File: src/rtl/wsc_pkg.sv
package wsc_pkg;
  localparam int unsigned CFG_W  = 16;
  localparam int unsigned WAIT_W = 4;
  localparam int unsigned REG_W  = 2;

  localparam logic [CFG_W-1:0] WR_MASK = 16'h5FFF;
  localparam int unsigned BIT_CART = 15;
  localparam int unsigned BIT_PREF = 14;
  localparam int unsigned LSB_CSEL = 11;

  typedef enum logic [REG_W-1:0] {
    RG_ROM0 = 2'd0,
    RG_ROM1 = 2'd1,
    RG_ROM2 = 2'd2,
    RG_SAVE = 2'd3
  } region_e;

  function automatic logic [WAIT_W-1:0] first_waits(input logic [1:0] code);
    unique case (code)
      2'd0: first_waits = WAIT_W'(4);
      2'd1: first_waits = WAIT_W'(3);
      2'd2: first_waits = WAIT_W'(2);
      default: first_waits = WAIT_W'(8);
    endcase
  endfunction
endpackage

File: src/rtl/wsc_cfg_reg.sv
module wsc_cfg_reg
  import wsc_pkg::*;
(
  input  logic             clk_i,
  input  logic             rst_ni,
  input  logic             wr_i,
  input  logic [1:0]       be_i,
  input  logic [CFG_W-1:0] wdata_i,
  input  logic             cart_type_i,
  output logic [CFG_W-1:0] cfg_o,
  output logic [CFG_W-1:0] rdata_o
);
  localparam int unsigned NBYTES = CFG_W / 8;

  logic [CFG_W-1:0] cfg_q;

  for (genvar b = 0; b < NBYTES; b++) begin : g_byte
    always_ff @(posedge clk_i or negedge rst_ni) begin
      if (!rst_ni) cfg_q[b*8 +: 8] <= '0;
      else if (wr_i && be_i[b]) cfg_q[b*8 +: 8] <= wdata_i[b*8 +: 8] & WR_MASK[b*8 +: 8];
    end
  end

  assign cfg_o = cfg_q;

  always_comb begin
    rdata_o = cfg_q;
    rdata_o[BIT_CART] = cart_type_i;
  end

  assert_low_byte_kept_R2: assert property (@(posedge clk_i) disable iff (!rst_ni)
    (wr_i && !be_i[0]) |=> $stable(cfg_q[7:0]));
  assert_high_byte_kept_R2: assert property (@(posedge clk_i) disable iff (!rst_ni)
    (wr_i && !be_i[1]) |=> $stable(cfg_q[15:8]));
endmodule

File: src/rtl/wsc_timing_lut.sv
module wsc_timing_lut
  import wsc_pkg::*;
(
  input  logic [CFG_W-1:0]  cfg_i,
  input  logic [REG_W-1:0]  region_i,
  input  logic              seq_i,
  output logic [WAIT_W-1:0] wait_o
);
  logic [WAIT_W-1:0] seq_slow;

  always_comb begin
    unique case (region_e'(region_i))
      RG_ROM0: seq_slow = WAIT_W'(2);
      RG_ROM1: seq_slow = WAIT_W'(4);
      default: seq_slow = WAIT_W'(8);
    endcase
  end

  always_comb begin
    unique case (region_e'(region_i))
      RG_ROM0: wait_o = seq_i ? (cfg_i[4]  ? WAIT_W'(1) : seq_slow) : first_waits(cfg_i[3:2]);
      RG_ROM1: wait_o = seq_i ? (cfg_i[7]  ? WAIT_W'(1) : seq_slow) : first_waits(cfg_i[6:5]);
      RG_ROM2: wait_o = seq_i ? (cfg_i[10] ? WAIT_W'(1) : seq_slow) : first_waits(cfg_i[9:8]);
      default: wait_o = first_waits(cfg_i[1:0]);  // save memory: never sequential
    endcase
  end

  always_comb begin
    assert_legal_wait_R4: assert (wait_o inside {WAIT_W'(1), WAIT_W'(2), WAIT_W'(3), WAIT_W'(4), WAIT_W'(8)});
  end
endmodule

File: src/rtl/wsc_access_fsm.sv
module wsc_access_fsm
  import wsc_pkg::*;
(
  input  logic              clk_i,
  input  logic              rst_ni,
  input  logic              start_i,
  input  logic [REG_W-1:0]  region_i,
  input  logic              seq_i,
  input  logic [WAIT_W-1:0] wait_i,
  output logic [REG_W-1:0]  sel_region_o,
  output logic              sel_seq_o,
  output logic              busy_o,
  output logic              ready_o
);
  logic              busy_q, pend_q, pend_seq_q;
  logic [REG_W-1:0]  pend_region_q;
  logic [WAIT_W-1:0] cnt_q;
  logic              done;

  assign done         = busy_q && (cnt_q == '0);
  assign sel_region_o = pend_q ? pend_region_q : region_i;
  assign sel_seq_o    = pend_q ? pend_seq_q    : seq_i;
  assign busy_o       = busy_q;
  assign ready_o      = done;

  always_ff @(posedge clk_i or negedge rst_ni) begin
    if (!rst_ni) begin
      busy_q        <= 1'b0;
      cnt_q         <= '0;
      pend_q        <= 1'b0;
      pend_seq_q    <= 1'b0;
      pend_region_q <= '0;
    end else if (!busy_q || done) begin
      if (pend_q || start_i) begin
        busy_q <= 1'b1;
        cnt_q  <= wait_i;
        // a fresh start during the ending cycle waits behind the held one
        pend_q <= pend_q && start_i;
        if (pend_q && start_i) begin
          pend_region_q <= region_i;
          pend_seq_q    <= seq_i;
        end
      end else begin
        busy_q <= 1'b0;
      end
    end else begin
      cnt_q <= cnt_q - 1'b1;
      if (start_i) begin
        pend_q        <= 1'b1;
        pend_region_q <= region_i;
        pend_seq_q    <= seq_i;
      end
    end
  end

  assert_ready_pulse_R8: assert property (@(posedge clk_i) disable iff (!rst_ni)
    ready_o |=> !ready_o);
  assert_load_wait_R7: assert property (@(posedge clk_i) disable iff (!rst_ni)
    (!busy_q && start_i) |=> (busy_q && cnt_q == $past(wait_i)));
  assert_hold_start_R9: assert property (@(posedge clk_i) disable iff (!rst_ni)
    (busy_q && !done && start_i) |=> pend_q);
  assert_count_down_R10: assert property (@(posedge clk_i) disable iff (!rst_ni)
    (busy_q && !done) |=> (busy_q && cnt_q == $past(cnt_q) - 1'b1));
endmodule

File: src/rtl/wait_state_ctrl.sv
module wait_state_ctrl
  import wsc_pkg::*;
(
  input  logic        clk_i,
  input  logic        rst_ni,
  input  logic        cpu_wr_i,
  input  logic [1:0]  cpu_be_i,
  input  logic [15:0] cpu_wdata_i,
  output logic [15:0] cpu_rdata_o,
  input  logic        cart_type_i,
  input  logic        acc_start_i,
  input  logic [1:0]  acc_region_i,
  input  logic        acc_seq_i,
  output logic        acc_busy_o,
  output logic        acc_ready_o,
  output logic [1:0]  clk_sel_o,
  output logic        prefetch_en_o
);
  logic [CFG_W-1:0]  cfg;
  logic [REG_W-1:0]  sel_region;
  logic              sel_seq;
  logic [WAIT_W-1:0] wait_cnt;

  wsc_cfg_reg u_cfg (
    .clk_i       (clk_i),
    .rst_ni      (rst_ni),
    .wr_i        (cpu_wr_i),
    .be_i        (cpu_be_i),
    .wdata_i     (cpu_wdata_i),
    .cart_type_i (cart_type_i),
    .cfg_o       (cfg),
    .rdata_o     (cpu_rdata_o)
  );

  wsc_timing_lut u_lut (
    .cfg_i    (cfg),
    .region_i (sel_region),
    .seq_i    (sel_seq),
    .wait_o   (wait_cnt)
  );

  wsc_access_fsm u_fsm (
    .clk_i        (clk_i),
    .rst_ni       (rst_ni),
    .start_i      (acc_start_i),
    .region_i     (acc_region_i),
    .seq_i        (acc_seq_i),
    .wait_i       (wait_cnt),
    .sel_region_o (sel_region),
    .sel_seq_o    (sel_seq),
    .busy_o       (acc_busy_o),
    .ready_o      (acc_ready_o)
  );

  assign clk_sel_o     = cfg[LSB_CSEL +: 2];
  assign prefetch_en_o = cfg[BIT_PREF];
endmodule

File: config.mk
export PLATFORM = sky130hd
export DESIGN_NAME = wait_state_ctrl
export DESIGN_NICKNAME = d
export VERILOG_FILES = /design/src/rtl/wsc_pkg.sv /design/src/rtl/wsc_cfg_reg.sv /design/src/rtl/wsc_timing_lut.sv /design/src/rtl/wsc_access_fsm.sv /design/src/rtl/wait_state_ctrl.sv
export SDC_FILE = /design/constraint.sdc
export NUM_CORES = 1
export LEC_CHECK = 0
export BUFFER_PORTS_ARGS = -buffer_cell sky130_fd_sc_hd__clkbuf_2
export CORE_ASPECT_RATIO = 1.2
export CORE_MARGIN = 5
export CORE_UTILIZATION = 40
export CTS_CLUSTER_SIZE = 24
export DETAILED_ROUTE_END_ITERATION = 8
export PLACE_DENSITY = 0.65
export SYNTH_ARGS = -nofsm -noshare
export SYNTH_HDL_FRONTEND = slang
export SYNTH_SLANG_ARGS = --single-unit
File: constraint.sdc
create_clock -name clk_i -period 2.3 [get_ports clk_i]
set_input_delay 0.46 -clock clk_i [delete_from_list [all_inputs] [get_ports clk_i]]
set_output_delay 0.46 -clock clk_i [all_outputs]
set_load 0.02 [all_outputs]
# ---- After elaboration in Yosys (flattened, before gate mapping)
# Index checks and enable logic that the tools add are counted.
dict set report word_totals {
  input_bits 26
  reg_bits 23
  out_inout_bits 21
  word_cells 64
}
dict set report classes {
  n_reduce_logical 16
  n_eq_ne 12
  n_addsub 1
  n_mux 28
}
# op count
set ops {}
lappend ops {{$pmux 4 s3} 5}
lappend ops {{$mux 4} 8}
lappend ops {{$eq 2x1->1 const B} 5}
lappend ops {{$eq 2x2->1 const B} 5}
lappend ops {{$logic_not 2->1} 5}
lappend ops {{$mux 2} 5}
lappend ops {{$mux 1} 9}
lappend ops {{$pmux 4 s2} 1}
lappend ops {{$logic_and 1x1->1} 4}
lappend ops {{$logic_not 4->1} 1}
lappend ops {{$ne 2x2->1 const B} 2}
lappend ops {{$sub 4x1->4 const B} 1}
lappend ops {{$reduce_and 3->1} 1}
lappend ops {{$logic_or 1x1->1} 2}
lappend ops {{$reduce_and 2->1} 1}
lappend ops {{$reduce_bool 2->1} 1}
lappend ops {{$logic_not 1->1} 1}

# ---- Logic depth before layout (Yosys ltp)
# Gate-level depths: netlist (run 1).
dict set report logic_depth {
  depth_word 8
  depth_mapped 7
  ltp_nobuf 7
}

# ---- Cells and area by module
# From an unflattened synthesis (run 1), not the netlist that was laid out.
dict set report hier_totals {
  cells_unflattened 144
  hier_area_um2 1565.3
}
# module cells_each seq_area_each_um2 area_per_inst_um2 n_inst
set modules_own_cells {}
lappend modules_own_cells {wsc_cfg_reg 49 350.3 656.9 1}
lappend modules_own_cells {wsc_access_fsm 48 225.2 518.0 1}
lappend modules_own_cells {wsc_timing_lut 47 0.0 390.4 1}

# ---- Least setup slack after synthesis (run 1)
# No wires, ideal clock.
dict set report synth_timing {
  kind {reg-to-output}
  startpoint {register u_fsm.cnt_q[0]}
  endpoint {output port acc_ready_o}
  n_path_buf 0
  t_required_ns 1.840
  path_slack_ns 0.420
  stages_incl_launch_ff 5
  arrival_time_ns 1.420
  path_cell_list {dfrtp_1 -> inv_1 -> ha_1 -> inv_1 -> nor4b_1}
}
dict set report synth_between {
  elab_chain_cells 2
}
# element line_no
set synth_rtl {}
lappend synth_rtl {{start, declared} wsc_access_fsm.sv:17} ;# logic [WAIT_W-1:0] cnt_q;
lappend synth_rtl {{start signal, assigned} wsc_access_fsm.sv:36} ;# cnt_q <= wait_i;
lappend synth_rtl {{start signal, assigned} wsc_access_fsm.sv:47} ;# cnt_q <= cnt_q - 1'b1;
lappend synth_rtl {{$logic_not 4->1} wsc_access_fsm.sv:20} ;# assign done = busy_q && (cnt_q == '0);
lappend synth_rtl {{$logic_and 1x1->1} wsc_access_fsm.sv:20}
lappend synth_rtl {{end, declared} wait_state_ctrl.sv:15} ;# output logic acc_ready_o,
# No other way between the ends.

# ---- Final worst setup path (run 1)
# Same ends and word-level chain as after synthesis.

==> results by stage, run 1 <==
Drt:
- The detailed router finished its first iteration with 43 violations.
- For this block, the routed nets add up to 3110 um of wire.
- The total via count after detailed routing is 1177.
- The first detailed-routing pass took 4 iterations.
- The detailed-route wire length per cell is 14.5 um.
- In this run the remaining antenna-violating nets after routing total 0.
- The average vias per placed instance is 5.47.
- In the routed design, unresolved DRC markers number 0.

Die:
- In this run the core area contains 24 standard-cell rows.
- The die covers 5020 um2.
- The height of the die is 76.6 um.
- The number of top-level pins is 47.
- The initial utilization of the core area, before any placement, comes to 41.1%.
- The horizontal die dimension is 65.5 um.
- The floorplan step defined a core boundary enclosing 3600 um2.

Logic synthesis:
- The synthesis-stage register bit count is 23.
- The count of different cell masters after synthesis is 40.
- The biggest area consumer among synthesized cells is dfrtp_1.
- dfrtp_1 is the most common cell in the netlist.
- The mean instance size in the synthesized netlist is 11.0 um2.
- By area the synthesized netlist is led by dfrtp_1 (39%), mux2_2 (14%), ha_1 (11%).
- Counting flops with a built-in enable in the synthesized netlist gives 0.
- The area share of the leading cell type in the synthesized netlist is 38.9%.
- Summing every instance area after synthesis gives 1480 um2.
- Among all flip-flop cells after synthesis, the most frequent one is dfrtp_1.
- The proportion of synthesized flip-flops having asynchronous set or reset is 100%.
- The instance count of the mapped netlist is 135.
- After synthesis, the most frequently instantiated cells are dfrtp_1 (23), mux2_2 (19), inv_1 (16), ha_1 (13), nand2_1 (10).
- For this run, the number of Yosys warnings is 0.
- The number of nets produced by synthesis is 174.
- The sequential cell area fraction in the yosys report is 38.9%.

STA:
- The worst slack on hold paths is 169 ps.
- Summed over all failing endpoints, the final setup total negative slack is 0 ps.
- Setup violations remaining at the end of the flow were counted as 0.
- The post-route fraction of the period consumed by the critical path is 85.9%.
- The count of endpoints failing hold in the final timing report is 0.
- The final number of max-transition violations is 0.
- The time the final worst path needs with I/O delays and setup is 1980 ps.
- Measured against its own limit, the worst slew margin works out to 62.2%.
- For this run, the top clock speed supported by timing is 506 MHz.
- The clock tree skew after final layout is 3.95 ps.
- Setup repair after global routing left no endpoint under its margin.
- The measured slew at the worst slew-check pin is 567 ps.

CTS:
- Buffers inserted to repair hold after CTS numbered 0.
- Once the clock tree was built, the setup fixing pass inserted 0 buffers.
- The number of clock sinks is 23.
- Clock tree synthesis inserted a total of 3 buffers.
- After clock tree synthesis, the clock-pin slew on the worst setup and hold paths is 80 ps.
- CTS placed an instance of clkbuf_8 at the clock tree root.
- Gates resized during post-CTS repair numbered 0.
- The clock tree buffer depth is 2.
- TritonCTS built the clock tree.
- Clock latency on the worst-skew pair, taken at its later pin, is 270 ps.
- The H-tree depth is 1.

Cells and area:
- In the final layout, the multi-input gates occupy 788 um2.
- The post-route non-filler standard cell count is 215.
- In the final design database the tool counted 216 nets.
- Registers take 576 um2.
- In the final layout, the share of cells above drive strength 1 is 40.3%.
- The repair_antennas step left the layout with diodes totalling 0.
- Compared with the post-synthesis result, the final layout area differs by 18.0%.
- Counting the fill cells in the layout gives 346.

Global route:
- Global routing used 13.5% of the available tracks across all layers.
- The via count of the first global-routing pass is 1259.
- Entering global routing, the biggest net connects 24 pins.
- The global route total overflow is 0.
- The number of antenna violations at the first check in global routing was 0.
- The wire length of the first global-routing pass is 5510 um.

Power:
- Summed over all cells, the static leakage comes to 0.862 nW.
- The ratio of total power to cell area is 920 nW/um2.
- The peak supply drop is 375 uV.
- The completed layout was analyzed and its total power is 0.00161 W.

Place:
- The cell count after placement is 211.
- The routability congestion estimate from global placement is 0.877.
- The sum of net half-perimeters after detailed placement is 2590 um.
- The count of buffers from port buffering is 41.

Run status:
- The flow ran to the end, and the final reports show no timing, DRC or antenna violations.

Critical path:
- The critical path in this run is classified as reg2out.
- STA classifies the critical path startpoint as a flip-flop.
- The type of destination of the critical path is an output pin.
- Along the worst path, the maximum fanout reaches 4.
- At the worst endpoint, the arrival time is 1520 ps.
- STA puts the critical path data required time at 1840 ps.

Min path:
- The worst min-delay path category is in2async.

Run:
- Across the run, the number of max-cap violations was 0.
## placed cells by master, fill, tap and decap left out, types with 2 or more instances in the layout
cell type,count
a211oi_1,2
clkbuf_8,3
nor3_1,3
inv_1,16
a21oi_1,2
ha_1,13
nand2_1,10
mux2_2,19
nor2_1,4
a21o_1,2
o32a_1,2
clkbuf_2,41
dfrtp_1,23
a221oi_1,2
o21a_1,2
buf_4,3
o21ai_0,2
mux2i_1,3
## final timing paths
kind	startpoint	slack, ps	cells after the start	endpoint
setup reg to reg	u_fsm.pend_q$_DFFE_PN0P_	350	4	u_fsm.cnt_q[2]$_DFFE_PN0P_
min in group clk_i	cpu_wdata_i[11]	420	2	u_cfg.cfg_o[11]$_DFFE_PN0P_
hold / removal	rst_ni	170	1	u_fsm.pend_q$_DFFE_PN0P_
hold reg to reg	u_cfg.cfg_o[11]$_DFFE_PN0P_	550	1	u_cfg.cfg_o[11]$_DFFE_PN0P_
max in group asynchronous	rst_ni	1760	1	u_cfg.cfg_o[2]$_DFFE_PN0P_
setup / recovery	u_fsm.cnt_q[0]$_DFFE_PN0P_	320	5	acc_ready_o
## state kept, by name, indices dropped and copies added, names as in the netlist
signal / cells
u_cfg.cfg_o: 14
u_fsm.cnt_q: 4
u_fsm.pend_region_q: 2
u_fsm.busy_o: 1
u_fsm.pend_q: 1
u_fsm.pend_seq_q: 1
## cells by family after synthesis
logic type	synth area share (%)
compound gates	14.0
xor+xnor	0.592
fa+ha+maj	11.7
buf+inv	7.86
flops	38.9
mux	19.5
other cells	0.253
simple gates	7.19
## layout make-up
| class | count | area share [%] |
|---|---|---|
| multi-input combinational | 89 | 45.1 |
| clock buffer | 3 | 2.36 |
| tap | 39 | 2.79 |
| sequential | 23 | 33.0 |
| inverter | 16 | 3.44 |
| timing repair buffer | 44 | 13.0 |
| clock inverter | 1 | 0.287 |
## worst max-delay path, stage by stage, from the launching register on
cell	delay, ps
dfrtp_1	410
inv_1	70
ha_1	200
inv_1	80
nor4b_1	260
clkbuf_2	220
## per-layer routing
layer  vias to the layer above  track usage [%]  wire length (um)
li1                        564                -                 -
met2                        37             24.1              1710
met1                       569             15.7              1160
met3                         7             2.36               175
met5                         -                0                 0
met4                         0             4.98                65
## through the flow
step / utilization, % / instance area [um2] / setup slack [ps]
after floorplan: - / 1480 / 420
after global placement: 47.2 / 1700 / 431
after detailed placement: 47.2 / 1700 / 382
final: 48.5 / 1750 / 323
after CTS: 48.5 / 1750 / 312
after global routing: 48.5 / 1750 / 163
## where the power goes
group / internal [W] / total [W] / switching [W] / leakage, nW
Clock: 0.000121 / 0.000252 / 0.000131 / 0.0255
Combinational: 0.000357 / 0.000730 / 0.000373 / 0.571
Sequential: 0.000496 / 0.000625 / 0.000129 / 0.265
No activity file was read; power rests on OpenSTA's default activity.
==> inputs of run 2 (changes only) <==
--- a/config.mk
+++ b/config.mk
@@ -9,9 +9,11 @@
 export CORE_ASPECT_RATIO = 1.2
 export CORE_MARGIN = 5
 export CORE_UTILIZATION = 40
+export CTS_BUF_LIST = sky130_fd_sc_hd__clkbuf_16
 export CTS_CLUSTER_SIZE = 24
 export DETAILED_ROUTE_END_ITERATION = 8
 export PLACE_DENSITY = 0.65
+export SKIP_LAST_GASP = 1
 export SYNTH_ARGS = -nofsm -noshare
 export SYNTH_HDL_FRONTEND = slang
 export SYNTH_SLANG_ARGS = --single-unit
==> run 2 against run 1 <==
  * Register-to-register slack got worse by 40 ps
  * Die area unchanged
  * Sequential power about the same
  * Sequential share of layout area decreased by 0.63 points
  * Cell count unchanged
  * Core utilization increased by 0.94 points
  * Final area increased by 1.9%
  * Non-clock buffer count unchanged
  * First-iteration DRC count increased by 65%
  * Maximum frequency decreased by 0.81%
  * Largest power group unchanged
==> results by stage, run 2 (synthesized netlist as in run 1, its figures left out) <==
CTS:
- The H-tree depth is 1.
- The clock tree buffer depth is 2.
- The root buffer cell is clkbuf_16.
- The clock net in this run drives a total of 23 sinks.
- Clock tree synthesis inserted a total of 3 buffers.
- The clock-pin transition on the worst setup and hold timing paths is 60 ps.
- The worst-skew pair later-pin latency is 260 ps.
- The number of gates resized after CTS was 0.
- TritonCTS built the clock tree.
- The hold buffer count at cts is 0.
- The number of buffers inserted to repair setup after CTS is 0.

STA:
- At the pin with the least slew margin, the transition time is 569 ps.
- The post-route fraction of the period consumed by the critical path is 86.6%.
- In this run the tightest slew margin relative to its limit is 62.1%.
- Static timing analysis puts the maximum clock frequency at 502 MHz.
- The worst slack on hold paths is 187 ps.
- Setup repair after global routing left no endpoint under its margin.
- The final number of max-transition violations is 0.
- The count of endpoints failing hold in the final timing report was 0.
- The worst path needs 1990 ps of the cycle, external delays included.
- Setup violations remaining at the end of the flow were counted as 0.
- After routing, the total negative slack on setup checks comes to 0 ps.
- The setup slack of the critical path after layout is 307 ps.
- Clock skew on the completed layout was measured at 2.61 ps.

Global route:
- The via count of the first global-routing pass is 1253.
- The wire length of the first global-routing pass is 5570 um.
- The all-layer global routing usage is 13.7%.
- The global route total overflow is 0.
- Entering global routing, the biggest net connects 24 pins.
- The number of antenna violations at the first check in global routing is 0.

Critical path:
- The startpoint of the lowest-slack register-to-register path is u_fsm.pend_q$_DFFE_PN0P_.
- The data arrival time at the worst-slack endpoint is 2110 ps.
- The end of the worst register-to-register path is u_fsm.cnt_q[2]$_DFFE_PN0P_.
- STA classifies the critical path endpoint as a flip-flop.
- The setup slack of the worst register-to-register path is 310 ps.
- The critical path launch point type is a flip-flop.
- The maximum fanout encountered on the critical timing path is 14.
- The critical path capture point is u_fsm.cnt_q[2]$_DFFE_PN0P_.
- The startpoint of the worst setup timing path is u_fsm.pend_q$_DFFE_PN0P_.
- The critical path in this run is classified as reg2reg.
- At the worst endpoint, the required time is 2420 ps.
- The number of cells on the worst reg-to-reg path is 4.

Power:
- The combinational cell fraction of total power is 42.1%.
- The analysis attributes to cell leakage a power of 0.878 nW.
- Per report_power, the sequential group accounts for 36.2% of the total.
- The internal portion of total power is 0.00109 W.
- The net switching power is 0.000647 W.
- The fraction of power consumed by the clock network is 21.6%.
- The switching share of power is 37.3%.
- The ratio of total power to cell area is 974 nW/um2.
- VDD sags by at most 411 uV.

Place:
- Input and output buffers added on the ports amount to 41.
- At the placement stage, the worst setup path has a slack of 382 ps.
- The instance area at placement is 1700 um2.
- The sum of net half-perimeters after detailed placement is 2590 um.
- The routability congestion estimate from global placement is 0.877.

Drt:
- The count of antenna-violating nets left after detailed routing is 0.
- The first TritonRoute pass finished after 4 iterations.
- The count of routing violations after the opening detailed-route iteration is 71.
- The average vias per placed instance is 5.45.
- Dividing the detail-routed wire length by the instance count gives 14.6 um.
- The final wirelength is 3130 um.
- For this run, design rule violations remaining after detail routing come to 0.
- The detailed router placed 1171 vias in this run.

Cells and area:
- The library cells used most frequently in the layout, excluding fill and tap cells, are clkbuf_2 (41), dfrtp_1 (23), mux2_2 (19), inv_1 (16), ha_1 (13).
- The final instance area is 1780 um2.
- The leading cell type in the layout, fill and taps excluded is clkbuf_2.
- The register with the most flip-flops in the layout has 14 of them.
- The area growth from synthesis to layout is 20.3%.
- The repair_antennas step left the layout with diodes totalling 0.
- Cells with a size suffix above 1 make up 40.3% of the layout.
- Counting the fill cells in the layout gives 338.
- For this run, the post-layout net count is 216.

Min path:
- The path class of the tightest hold or removal check is in2async.

Run:
- The tool flagged a number of max-cap violations equal to 0.

Die:
- After floorplanning, the core was sized to cover 3600 um2.
- The number of top-level pins is 47.
- The initial core utilization is 41.1%.
- The floorplan step set the die height to 76.6 um.
- The horizontal die dimension is 65.5 um.
- The die covers 5020 um2.
- After floorplanning, the core was divided into 24 placement rows.

Run status:
- The flow ran to the end, and the final reports show no timing, DRC or antenna violations.
[run 2: cell counts in the layout (fill, tap and decap cells not counted)]
Identical to the previous run, type by type.
[run 2: critical path, cell delays in order, from the launching register on]
cell      delay, ps
dfrtp_1         670
mux2i_1         310
mux2_2          370
a221oi_1        360
a221oi_1        140
[run 2: area by class of cell]
cell class              count  area, um2  area share (%)
multi-input cells          89        788            44.3
flip-flops and latches     23        576            32.3
repair buffers             44        228            12.8
clock buffers               3       75.1            4.22
inverters                  16       60.1            3.37
well taps                  39       48.8            2.74
clock inverters             1       5.00           0.281
[run 2: power groups by stage]
stage          logic, W  registers (W)  clock network [W]
6_report       0.000731       0.000628           0.000375
5_1_grt        0.000805       0.000648           0.000406
4_1_cts        0.000740       0.000628           0.000387
3_5_place_dp   0.000734       0.000633                  0
3_3_place_gp   0.000713       0.000622                  0
2_1_floorplan  0.000550       0.000628                  0
[run 2: worst min path at each step]
stage / slack (ps) / cells past startpoint / endpoint / startpoint
2_1_floorplan: 160 / 0 / u_cfg.cfg_o[0]$_DFFE_PN0P_ / rst_ni
3_3_place_gp: 480 / 1 / u_fsm.cnt_q[2]$_DFFE_PN0P_ / rst_ni
3_5_place_dp: 490 / 1 / u_fsm.cnt_q[2]$_DFFE_PN0P_ / rst_ni
4_1_cts: 210 / 1 / u_fsm.cnt_q[2]$_DFFE_PN0P_ / rst_ni
5_1_grt: 250 / 1 / u_fsm.cnt_q[2]$_DFFE_PN0P_ / rst_ni
6_report: 190 / 1 / u_fsm.pend_region_q[1]$_DFFE_PN0P_ / rst_ni
[run 2: metal layers]
layer	part of all wire (%)	vias up	wire, um	global-route usage (%)
li1	-	563	-	-
met1	38	559	1180	16.0
met2	54	40	1710	24.4
met3	5.6	9	174	1.92
met4	2.3	0	71	5.60
met5	0	-	0	0
[run 2: metrics by stage]
stage	power, W	cells	utilization (%)
finish	0.00173	215	49.4
global route	0.00186	215	49.4
CTS	0.00175	215	49.4
detailed placement	0.00137	211	47.2
global placement	0.00134	211	47.2
floorplan	0.00118	135	-
==> inputs of run 3 (changes only) <==
--- a/config.mk
+++ b/config.mk
@@ -12,8 +12,9 @@
 export CTS_BUF_LIST = sky130_fd_sc_hd__clkbuf_16
 export CTS_CLUSTER_SIZE = 24
 export DETAILED_ROUTE_END_ITERATION = 8
-export PLACE_DENSITY = 0.65
+export MAX_ROUTING_LAYER = met4
 export SKIP_LAST_GASP = 1
 export SYNTH_ARGS = -nofsm -noshare
 export SYNTH_HDL_FRONTEND = slang
+export SYNTH_HIERARCHICAL = 1
 export SYNTH_SLANG_ARGS = --single-unit
==> run 3 against run 2 <==
  * Sequential share of layout area is 0.14 points higher
  * Synthesized area is 4.7% higher
  * Critical path type unchanged
  * Worst hold slack better by 12 ps
  * Maximum frequency is 2.0% lower
  * Wire length is 0.26% lower
==> results by stage, run 3 <==
Place:
- After legalization and detailed placement, the total HPWL measured 2500 um.
- The instance area at placement is 1690 um2.
- OpenSTA, run right after detailed placement, puts the worst setup slack at 122 ps.
- Routability-driven placement finished with a final weighted congestion of 0.868.
- The count of buffers from port buffering is 41.

Cells and area:
- The number of flip-flops in the largest register is 14.
- 0 antenna diodes ended up in the layout.
- The final instance area is 1770 um2.
- The relative area change from synthesis to final layout is 14.4%.
- The leading cell type in the layout, fill and taps excluded is clkbuf_2.
- In the final layout, the share of cells above drive strength 1 is 44.0%.
- The final net count is 208.
- The top cell types in the final layout, fill and taps aside, are clkbuf_2 (41), dfrtp_1 (23), mux2_2 (21), ha_1 (13), inv_1 (12).

STA:
- The measured slew at the worst slew-check pin is 600 ps.
- The routed design could run at a clock period as short as 2030 ps.
- Headroom to the max-slew limit came out at 60.0%.
- The count of endpoints failing hold in the final timing report came to 0.
- The final number of max-transition violations was 0.
- The total setup violations reported at the end of the flow is 0.
- Across the routed clock network, the largest skew measured is 2.43 ps.
- The setup slack of the critical path after layout is 266 ps.
- In the finished design, the share of the clock period the worst path needs comes to 88.4%.
- For this run, the top clock speed supported by timing is 492 MHz.
- Setup repair after global routing left no endpoint under its margin.
- The setup TNS after final layout is 0 ps.

Die:
- The core region is 3690 um2.
- From left edge to right edge, the die measures 66.8 um.
- The die covers 5230 um2.
- The initialized floorplan defines 24 standard-cell rows.
- The height of the die is 78.2 um.
- The number of top-level pins is 47.
- The initial core utilization is 42.0%.

Global route:
- The pin count of the biggest net entering global routing is 24.
- The first global-routing pass estimated 5200 um of wire.
- The all-layer global routing usage is 13.2%.
- The via count of the first global-routing pass is 1151.
- For this run the aggregate overflow at the end of global routing stands at 0.
- The number of antenna violations at the first check in global routing came to 0.

Drt:
- In the routed layout, each cell is associated on average with a via count of 5.01.
- The number of optimization iterations in the first detailed-route pass is 2.
- The final wirelength is 3130 um.
- Dividing the detail-routed wire length by the instance count gives 14.2 um.
- The detailed router placed 1103 vias in this run.
- In the routed design, unresolved DRC markers number 0.
- In this run, the number of DRC markers left after iteration 0 of detailed routing was 28.
- The count of antenna-violating nets left after detailed routing is 0.

CTS:
- The number of buffers inserted to repair setup after CTS is 0.
- The H-tree depth is 1.
- TritonCTS built the clock tree.
- For this design, the sink count on the clock tree is 23.
- For the worst-skew pair, the clock arrives at the later sink with an insertion delay of 260 ps.
- CTS placed an instance of clkbuf_16 at the clock tree root.
- The number of buffers created by CTS is 3.
- For this design, the CTS-stage hold fixing added 0 buffers.
- The number of gates resized after cts is 0.
- The clock tree buffer depth is 2.
- The clock-pin transition on the worst setup and hold timing paths is 60 ps.

Critical path:
- Traced cell by cell, the critical path runs through mux2_2 -> mux2_1 -> mux2_2 -> mux2_4 -> a221oi_1 -> a21oi_1.
- The category of the most critical setup path is reg2reg.
- The required time of the critical path is 2430 ps.
- The dominant cell type by count on the critical path is mux2_2.
- The data arrival time at the worst-slack endpoint is 2170 ps.
- For this run, the slowest stage of the critical path takes 390 ps.
- In this run the worst path has a maximum fanout of 3.
- The critical path launch point type is a flip-flop.
- The startpoint of the worst setup timing path is u_fsm/pend_q$_DFFE_PN0P_.
- STA classifies the critical path endpoint as a flip-flop.
- The slowest stage cell on the critical path is mux2_2.
- In this run the critical register-to-register path is launched from u_fsm/pend_q$_DFFE_PN0P_.

Run:
- Max-cap violations in this run came to 0.

Run status:
- The flow ran to the end, and the final reports show no timing, DRC or antenna violations.

Min path:
- The worst min-delay path category is in2async.

Power:
- For this design the ratio of total power to cell area is 1030 nW/um2.
- For this design the static power due to leakage is 0.886 nW.
- IR analysis of the VDD net gives a maximum drop of 449 uV.

Logic synthesis:
- The count of synthesis-stage warnings from yosys is 6.
- The number of nets produced by synthesis is 181.
- The cell area that synthesis handed to floorplanning was 1550 um2.
- The mean instance size in the synthesized netlist is 10.9 um2.
- Synthesis handed over a netlist of 142 instances.
==> run 3: changes by cell type in the layout (fill, tap and decap cells not counted), sizes merged, moves of 2 or more <==
cell and change:
inv -4, mux2 +4, a21oi +3, nand2 -3, a211oi -2, a21o -2
a22o +2, and2 +2, nor3 -2, nor3b +2, o21a -2, o31ai -2
==> run 3: area by class of cell <==
class	count	area [um2]
Clock buffer	3	75.1
Inverter	11	41.3
Tap cell	52	65.1
Clock inverter	1	3.75
Multi-Input combinational cell	87	792
Fill cell	365	1920
Sequential cell	23	576
Timing Repair Buffer	43	220
==> run 3: worst paths after layout <==
check                                                endpoint  slack [ps]  cells past startpoint
setup / recovery                   u_fsm/cnt_q[0]$_DFFE_PN0P_         270                      6
hold / removal             u_fsm/pend_region_q[0]$_DFFE_PN0P_         200                      1
setup reg to reg                   u_fsm/cnt_q[0]$_DFFE_PN0P_         270                      6
hold reg to reg                  u_fsm/pend_seq_q$_DFFE_PN0P_         510                      1
max in group asynchronous          u_cfg/cfg_o[7]$_DFFE_PN0P_        1710                      1
min in group clk_i                u_cfg/cfg_o[14]$_DFFE_PN0P_         430                      2
==> run 3: critical path, delay by kind of cell, from the launching register on <==
| kind | cells | cell delay, ps |
|---|---|---|
| AOI/OAI and AO/OA | 2 | 330 |
| DFF | 1 | 350 |
| muxes | 4 | 1230 |
==> run 3: per-layer routing <==
layer  part of all wire [%]  vias to the layer above  global-route usage (%)
li1                       -                      527                       -
met1                     42                      537                    14.7
met2                     51                       28                    21.9
met3                    3.5                       11                    3.00
met4                    3.3                        0                    6.50
met5                      0                        -                       -
==> run 3: power by group <==
group / leakage, nW / switching [W] / internal, W
Sequential: 0.266 / 0.0000973 / 0.000502
Clock: 0.0423 / 0.000143 / 0.000232
Combinational: 0.578 / 0.000426 / 0.000418
==> run 3: through the flow <==
step / hold WS (ps) / util [%] / std cells / total power, W
floorplan: 164 / - / 142 / 0.00128
global placement: 482 / 45.9 / 216 / 0.00141
detailed placement: 490 / 45.9 / 216 / 0.00145
CTS: 216 / 48.0 / 220 / 0.00183
global route: 247 / 48.0 / 220 / 0.00195
finish: 199 / 48.0 / 220 / 0.00182
